--- config.mk ---
export PLATFORM = sky130hd
export DESIGN_NAME = pwr_dom_seq
export DESIGN_NICKNAME = d
export VERILOG_FILES = /design/src/rtl/pd_seq_pkg.sv /design/src/rtl/pd_seq_timer.sv /design/src/rtl/pd_seq_memmerge.sv /design/src/rtl/pd_seq_ctrl.sv /design/src/rtl/pwr_dom_seq.sv
export SDC_FILE = /design/constraint.sdc
export NUM_CORES = 1
export LEC_CHECK = 0
export BUFFER_PORTS_ARGS = -buffer_cell sky130_fd_sc_hd__buf_2
export CAP_MARGIN = 20
export CORE_ASPECT_RATIO = 0.7
export CORE_MARGIN = 2
export CORE_UTILIZATION = 33
export CTS_CLUSTER_DIAMETER = 200
export DETAILED_ROUTE_END_ITERATION = 6
export HOLD_SLACK_MARGIN = 0.05
export PLACE_DENSITY = 0.76
export RECOVER_POWER = 50
export SYNTH_ARGS = -nofsm -noshare
export SYNTH_HDL_FRONTEND = slang
export SYNTH_HIERARCHICAL = 1
export SYNTH_SLANG_ARGS = --single-unit
export TNS_END_PERCENT = 10
--- constraint.sdc ---
create_clock -name clk -period 7.1 [get_ports clk]
set_clock_uncertainty 0.2 [all_clocks]
set_input_delay 1.065 -clock clk [delete_from_list [all_inputs] [get_ports clk]]
set_output_delay 1.065 -clock clk [all_outputs]
set_load 0.03 [all_outputs]
--- src/rtl/pd_seq_pkg.sv ---
package pd_seq_pkg;

   typedef enum logic [3:0] {
      PS_IDLE,
      PS_OFF_W1,
      PS_OFF_W2,
      PS_OFF_WCLK,
      PS_ON_W1,
      PS_ON_W2,
      PS_ON_ISO,
      PS_ON_REL,
      PS_ON_CLK
   } pd_state_e;

endpackage

--- src/rtl/pd_seq_timer.sv ---
module pd_seq_timer #(
   parameter int CW = 4
) (
   input  logic          clk,
   input  logic          rst_n,
   input  logic          load_i,
   input  logic [CW-1:0] load_val_i,
   output logic          zero_o
);

   logic [CW-1:0] cnt_q;

   always_ff @(posedge clk or negedge rst_n) begin
      if (!rst_n) begin
         cnt_q <= '0;
      end else if (load_i) begin
         cnt_q <= load_val_i;
      end else if (cnt_q != '0) begin
         cnt_q <= cnt_q - 1'b1;
      end
   end

   assign zero_o = (cnt_q == '0);

endmodule

--- src/rtl/pd_seq_memmerge.sv ---
module pd_seq_memmerge #(
   parameter int             MEM_W    = 32,
   parameter logic [MEM_W-1:0] MEM_MASK = '1
) (
   input  logic [MEM_W-1:0] base_i,
   input  logic             down_i,
   output logic [MEM_W-1:0] merged_o
);

   for (genvar i = 0; i < MEM_W; i++) begin : g_bit
      assign merged_o[i] = MEM_MASK[i] ? down_i : base_i[i];
   end

endmodule

--- src/rtl/pd_seq_ctrl.sv ---
module pd_seq_ctrl
   import pd_seq_pkg::*;
#(
   parameter int T_SHORT   = 4,
   parameter int T_LONG    = 10,
   parameter bit HAS_CLK   = 1'b1,
   parameter bit START_OFF = 1'b0,
   parameter int CW        = 4
) (
   input  logic          clk,
   input  logic          rst_n,
   input  logic          req_i,
   input  logic          req_on_i,
   input  logic          tmr_zero_i,
   output logic          tmr_load_o,
   output logic [CW-1:0] tmr_val_o,
   output logic          slp_o,
   output logic          iso_o,
   output logic          mem_dn_o,
   output logic          rst_dom_o,
   output logic          clk_en_o,
   output logic          busy_o,
   output logic          done_o
);

   localparam logic [CW-1:0] SHORT_LD = CW'(T_SHORT - 1);
   localparam logic [CW-1:0] LONG_LD  = CW'(T_LONG - 1);

   pd_state_e st_q, st_d;
   logic slp_q, slp_d, iso_q, iso_d, mem_q, mem_d;
   logic rsd_q, rsd_d, clk_q, clk_d, done_q, done_d;

   always_comb begin
      st_d       = st_q;
      slp_d      = slp_q;
      iso_d      = iso_q;
      mem_d      = mem_q;
      rsd_d      = rsd_q;
      clk_d      = clk_q;
      done_d     = 1'b0;
      tmr_load_o = 1'b0;
      tmr_val_o  = SHORT_LD;
      unique case (st_q)
         PS_IDLE: begin
            if (req_i) begin
               if (req_on_i != slp_q) begin
                  done_d = 1'b1;
               end else if (req_on_i) begin
                  slp_d      = 1'b0;
                  st_d       = PS_ON_W1;
                  tmr_load_o = 1'b1;
               end else begin
                  slp_d      = 1'b1;
                  st_d       = PS_OFF_W1;
                  tmr_load_o = 1'b1;
               end
            end
         end
         PS_OFF_W1: begin
            if (tmr_zero_i) begin
               mem_d      = 1'b1;
               st_d       = PS_OFF_W2;
               tmr_load_o = 1'b1;
            end
         end
         PS_OFF_W2: begin
            if (tmr_zero_i) begin
               iso_d = 1'b1;
               if (HAS_CLK) begin
                  st_d       = PS_OFF_WCLK;
                  tmr_load_o = 1'b1;
                  tmr_val_o  = LONG_LD;
               end else begin
                  st_d   = PS_IDLE;
                  done_d = 1'b1;
               end
            end
         end
         PS_OFF_WCLK: begin
            if (tmr_zero_i) begin
               clk_d  = 1'b0;
               st_d   = PS_IDLE;
               done_d = 1'b1;
            end
         end
         PS_ON_W1: begin
            if (tmr_zero_i) begin
               mem_d      = 1'b0;
               st_d       = PS_ON_W2;
               tmr_load_o = 1'b1;
            end
         end
         PS_ON_W2: begin
            if (tmr_zero_i) begin
               rsd_d = 1'b1;
               st_d  = PS_ON_ISO;
            end
         end
         PS_ON_ISO: begin
            iso_d = 1'b0;
            st_d  = PS_ON_REL;
         end
         PS_ON_REL: begin
            rsd_d = 1'b0;
            st_d  = PS_ON_CLK;
         end
         PS_ON_CLK: begin
            clk_d  = HAS_CLK;
            st_d   = PS_IDLE;
            done_d = 1'b1;
         end
         default: st_d = PS_IDLE;
      endcase
   end

   always_ff @(posedge clk or negedge rst_n) begin
      if (!rst_n) begin
         st_q   <= PS_IDLE;
         slp_q  <= START_OFF;
         iso_q  <= START_OFF;
         mem_q  <= START_OFF;
         rsd_q  <= 1'b0;
         clk_q  <= HAS_CLK && !START_OFF;
         done_q <= 1'b0;
      end else begin
         st_q   <= st_d;
         slp_q  <= slp_d;
         iso_q  <= iso_d;
         mem_q  <= mem_d;
         rsd_q  <= rsd_d;
         clk_q  <= clk_d;
         done_q <= done_d;
      end
   end

   assign slp_o     = slp_q;
   assign iso_o     = iso_q;
   assign mem_dn_o  = mem_q;
   assign rst_dom_o = rsd_q;
   assign clk_en_o  = clk_q;
   assign busy_o    = (st_q != PS_IDLE);
   assign done_o    = done_q;

endmodule

--- src/rtl/pwr_dom_seq.sv ---
module pwr_dom_seq #(
   parameter int               MEM_W      = 32,
   parameter logic [MEM_W-1:0] MEM_MASK   = 32'h0000_FF0C,
   parameter int               T_SHORT    = 4,
   parameter int               T_LONG     = 10,
   parameter bit               HAS_SWITCH = 1'b1,
   parameter bit               HAS_CLK    = 1'b1,
   parameter bit               START_OFF  = 1'b0
) (
   input  logic             clk,
   input  logic             rst_n,
   input  logic             req_i,
   input  logic             req_on_i,
   input  logic [MEM_W-1:0] mem_base_i,
   output logic             busy_o,
   output logic             done_o,
   output logic             pwr_on_o,
   output logic             sleep_o,
   output logic             iso_o,
   output logic [MEM_W-1:0] mem_pd_o,
   output logic             rst_dom_o,
   output logic             clk_en_o
);

   localparam int T_MAX = (T_SHORT > T_LONG) ? T_SHORT : T_LONG;
   localparam int CW    = $clog2(T_MAX + 1);

   if (T_SHORT < 1 || T_LONG < 1) begin : g_bad_delay
      $error("pwr_dom_seq: T_SHORT and T_LONG must be at least 1");
   end
   if (MEM_W < 1) begin : g_bad_width
      $error("pwr_dom_seq: MEM_W must be at least 1");
   end

   logic          tmr_load, tmr_zero;
   logic [CW-1:0] tmr_val;
   logic          slp_int, iso_int, mem_dn;

   pd_seq_timer #(.CW(CW)) u_timer (
      .clk        (clk),
      .rst_n      (rst_n),
      .load_i     (tmr_load),
      .load_val_i (tmr_val),
      .zero_o     (tmr_zero)
   );

   pd_seq_ctrl #(
      .T_SHORT   (T_SHORT),
      .T_LONG    (T_LONG),
      .HAS_CLK   (HAS_CLK),
      .START_OFF (START_OFF),
      .CW        (CW)
   ) u_ctrl (
      .clk        (clk),
      .rst_n      (rst_n),
      .req_i      (req_i),
      .req_on_i   (req_on_i),
      .tmr_zero_i (tmr_zero),
      .tmr_load_o (tmr_load),
      .tmr_val_o  (tmr_val),
      .slp_o      (slp_int),
      .iso_o      (iso_int),
      .mem_dn_o   (mem_dn),
      .rst_dom_o  (rst_dom_o),
      .clk_en_o   (clk_en_o),
      .busy_o     (busy_o),
      .done_o     (done_o)
   );

   pd_seq_memmerge #(.MEM_W(MEM_W), .MEM_MASK(MEM_MASK)) u_merge (
      .base_i   (mem_base_i),
      .down_i   (mem_dn),
      .merged_o (mem_pd_o)
   );

   if (HAS_SWITCH) begin : g_switch
      assign sleep_o = slp_int;
      assign iso_o   = iso_int;
   end else begin : g_memonly
      logic unused_iso;
      assign unused_iso = iso_int;
      assign sleep_o    = 1'b0;
      assign iso_o      = 1'b0;
   end

   assign pwr_on_o = !slp_int;

endmodule

==> impl_summary.log <==
[metrics] commonest non-fill, non-tap cell in the layout: dfrtp_1
[metrics] layout net count: 147
[metrics] ratio of final minimum period to clock period: 45.1%
[metrics] commonest non-fill, non-tap cells in the layout: dfrtp_1 (13), buf_2 (10), clkbuf_1 (10)
[metrics] critical path class: reg2reg
[metrics] launch instance of the worst min-delay path: u_ctrl/rst_dom_o
[metrics] unrepaired setup endpoints after global routing: false
[metrics] H-Tree Level Count: 1
[metrics] count of input and output buffers: 20
[metrics] non-filler cells, final: 147
[metrics] worst r2r dst: u_timer/cnt_q[3]
[metrics] reg-to-reg setup timing slack: 3900 ps
[metrics] pin count of the biggest net entering global routing: 18
[metrics] category of the worst setup path launch point: flip-flop
[metrics] sequential share of the synthesized area: around 33%
[metrics] Leakage Power: 0.388 nW
[metrics] Yosys reg bits: 14
[metrics] minimum clock period after layout: 3200 ps
[metrics] cell class contributing the biggest share of worst-path delay: simple AND/OR/NAND/NOR gates
[metrics] clock slew seen by the registers of the worst setup and hold paths: 60 ps
[metrics] Std-Cell Core Area: 3130 µm²
[metrics] die outline area: 3750 µm²
[metrics] count of endpoints failing hold in the final timing report: 0
[metrics] worst supply voltage drop on vdd: roughly 0.13 mV
[metrics] number of instances resized during post-cts repair: 0
[metrics] Post-Route WL: 1730 µm
[metrics] Wirelength per Cell: roughly 12 µm
[metrics] peak clock frequency supported by timing: 312 MHz
[metrics] proportion of synthesized flip-flops having asynchronous set or reset: 100%
[metrics] clock group share of total power: 17.1%
[metrics] cell depth of the worst flop-to-flop path: 7
[metrics] biggest fanout along the worst timing path: 12
[metrics] routed via count: 714
[metrics] crit path buf inv count: 1
[metrics] vias in the first global route: between 500 and 600
[metrics] net load switching power: 0.212 mW
[metrics] Avg Vias per Cell: 4.86
[metrics] Die Height: 51.9 µm
[metrics] Routability Congestion: between 0.7 and 0.8
[metrics] number of placed cells counting well taps: approximately 140
[metrics] number of antenna violations at the first check in global routing: 0
[metrics] sequential power share: 36.0%
[metrics] I/O pin cnt: 75
[metrics] measured slew at the worst slew-check pin: 1320 ps
[metrics] global-route congestion overflow total: 0
[metrics] P per Cell Area: around 470 nW/µm²
[metrics] post-detailed-route DRC marker count: 0
[metrics] worst hold path cell count: 2
[metrics] area delta synth->final: -10.7%
[metrics] post-synthesis instance total: between 100 and 150
[metrics] number of buffers between clock root and the deepest sink: 2
[metrics] total half-perimeter wirelength after legalization and detailed placement: 1250 µm
[metrics] n_diodes: 0
[metrics] summed instance area of the synthesized netlist: 1080 µm²
[metrics] count of buffers added by post-CTS timing repair for setup: 0
[metrics] CP required: 7030 ps
[metrics] type of element capturing the critical path: flip-flop
[metrics] final antenna-violating net count: 0
[metrics] run status: finished, final reports clean
[metrics] Worst slew margin: 12.0%
[metrics] CTS Root Cell: clkbuf_8
[metrics] biggest area consumer among synthesized cells: dfrtp_1
[metrics] hold buffers post-CTS: 0
[metrics] share of final-layout standard cells stronger than drive strength 1: 17.4%
[metrics] Initial Util: 34.5%
[metrics] longest individual stage delay on the worst path: 1060 ps
[metrics] path category of the worst min-delay check: reg2reg
[metrics] CTS tree: yes
[metrics] startpoint of the worst register-to-register path: u_timer/cnt_q[0]
[metrics] WP depth: 7
[metrics] cells taking the most area after synthesis: dfrtp_1 (30%), buf_4 (24%), nor2_1 (3.1%)
[metrics] mean area per synthesized cell: 8.57 µm²
[metrics] net switching share of the total power: between 40% and 50%
[metrics] flip-flop cell with the highest count after synthesis: dfrtp_1
[metrics] Final Slew Violations: 0
[metrics] Fin Setup TNS: 0 ps
[metrics] global routing usage summed across all routing layers: 9.90%
[metrics] Die Width: 72.4 µm
[metrics] data arrival time of the critical path: ~3100 ps
[metrics] post-synth top area share: 30.1%
[metrics] crit path max-delay cell type: nor3b_1
[metrics] internal power summed over all cells: 0.245 mW
[metrics] post-layout power: 0.457 mW
[metrics] final setup violation count: 0
[metrics] clk sink count: 14
[metrics] number of different library cells in the post-synthesis netlist: 37
[metrics] number of placement rows: 17
[metrics] # Max-Cap Violations: 0
[metrics] Cell Chain, Critical Path: inv_1 > ha_1 > nor3b_1 > o211ai_1 > a21oi_1 > nor3_1 > a221o_1
[metrics] Iter 0 DRT Violations: 51
[metrics] Warnings, synthesis: 6
[metrics] number of buffers created by CTS: 3
[metrics] wire length of the first global-routing pass: 2830 µm
[metrics] number of enable-type register cells in the synthesized netlist: 0
[metrics] Hold Path Sink: u_ctrl/rst_dom_o
[metrics] number of iterations in the first detailed-routing pass: 4
[metrics] Clk Latency, worst-skew pair: 250 ps
[metrics] logic gate share of total power: 46.9%
[metrics] synthesized net count: 163
## cell usage after synthesis (2+ instances only)
cell / number
nor2_1: 9
nand3_1: 2
xnor2_1: 2
clkbuf_1: 5
a21oi_1: 6
nand2_1: 6
o21ai_1: 2
dfrtp_1: 13
o21ai_0: 3
a31oi_1: 5
nor3b_1: 2
nor3_1: 3
mux2i_1: 2
buf_4: 34
nor2b_1: 2
conb_1: 2
inv_1: 7
nand4b_1: 2
## worst register-to-register path: stages (launching register included)
cell,delay [ps]
dfrtp_1,370
inv_1,90
ha_1,220
nor3b_1,1060
o211ai_1,190
a21oi_1,520
nor3_1,100
a221o_1,330
## kinds of logic after synthesis
logic type | share of synthesized area (%)
adder cells (fa/ha/maj) | 1.16
other | 0.696
XOR/XNOR | 2.43
AND/OR/NAND/NOR | 17.7
flip-flops | 32.6
buffers and inverters | 29.3
multiplexers | 2.90
AO/OA/AOI/OAI | 13.2
## worst max path at each step
stage,start,to
2_1_floorplan,mem_base_i[0],mem_pd_o[0]
5_1_grt,u_timer/cnt_q[0],u_timer/cnt_q[3]
4_1_cts,u_ctrl/st_q[2],busy_o
3_5_place_dp,req_on_i,u_timer/cnt_q[3]
3_3_place_gp,req_on_i,u_timer/cnt_q[3]
6_report,u_timer/cnt_q[0],u_timer/cnt_q[3]
## power groups by stage
stage                     sequential [mW]  clock (mW)  combinational (mW)
after floorplan                     0.159           0               0.220
after global placement              0.167           0               0.220
after detailed placement            0.168           0               0.225
after CTS                           0.166      0.0827               0.226
after global routing                0.171      0.0862               0.234
final                               0.164      0.0781               0.215
## state kept, by name, summed over array words and instances, names as in the netlist
register / flops
u_ctrl/rst_dom_o: 1
u_ctrl/done_o: 1
u_ctrl/st_q: 4
u_ctrl/clk_en_o: 1
u_ctrl/mem_dn_o: 1
u_timer/cnt_q: 4
u_ctrl/slp_o: 1
u_ctrl/iso_o: 1
## metrics by stage
stage / utilization (%) / instance area (µm²) / setup slack [ps] / hold WS (ps)
4_1_cts: 31.7 / 992 / 4230 / 321
5_1_grt: 30.9 / 965 / 3620 / 359
2_1_floorplan: - / 1080 / 4630 / 376
3_5_place_dp: 30.0 / 937 / 4290 / 291
6_report: 30.9 / 965 / 3900 / 321
3_3_place_gp: 30.0 / 937 / 4290 / 298
## layer usage
layer | share of wire, % | vias to the layer above | track usage (%)
met4 | 1.2 | 0 | 4.01
met1 | 50 | 337 | 13.9
li1 | - | 352 | -
met3 | 8.7 | 2 | 5.23
met2 | 40 | 23 | 12.4
met5 | 0 | - | 0
## area by class of cell
| cell class | instances | area [µm²] |
|---|---|---|
| clock buffer | 4 | 55.1 |
| fill | 337 | 2160 |
| inverter | 7 | 26.3 |
| multi-input combinational | 64 | 397 |
| sequential | 14 | 352 |
| tap | 38 | 47.5 |
| timing repair buffer | 20 | 87.6 |
Note: power is estimated with default switching activity, not from simulation.
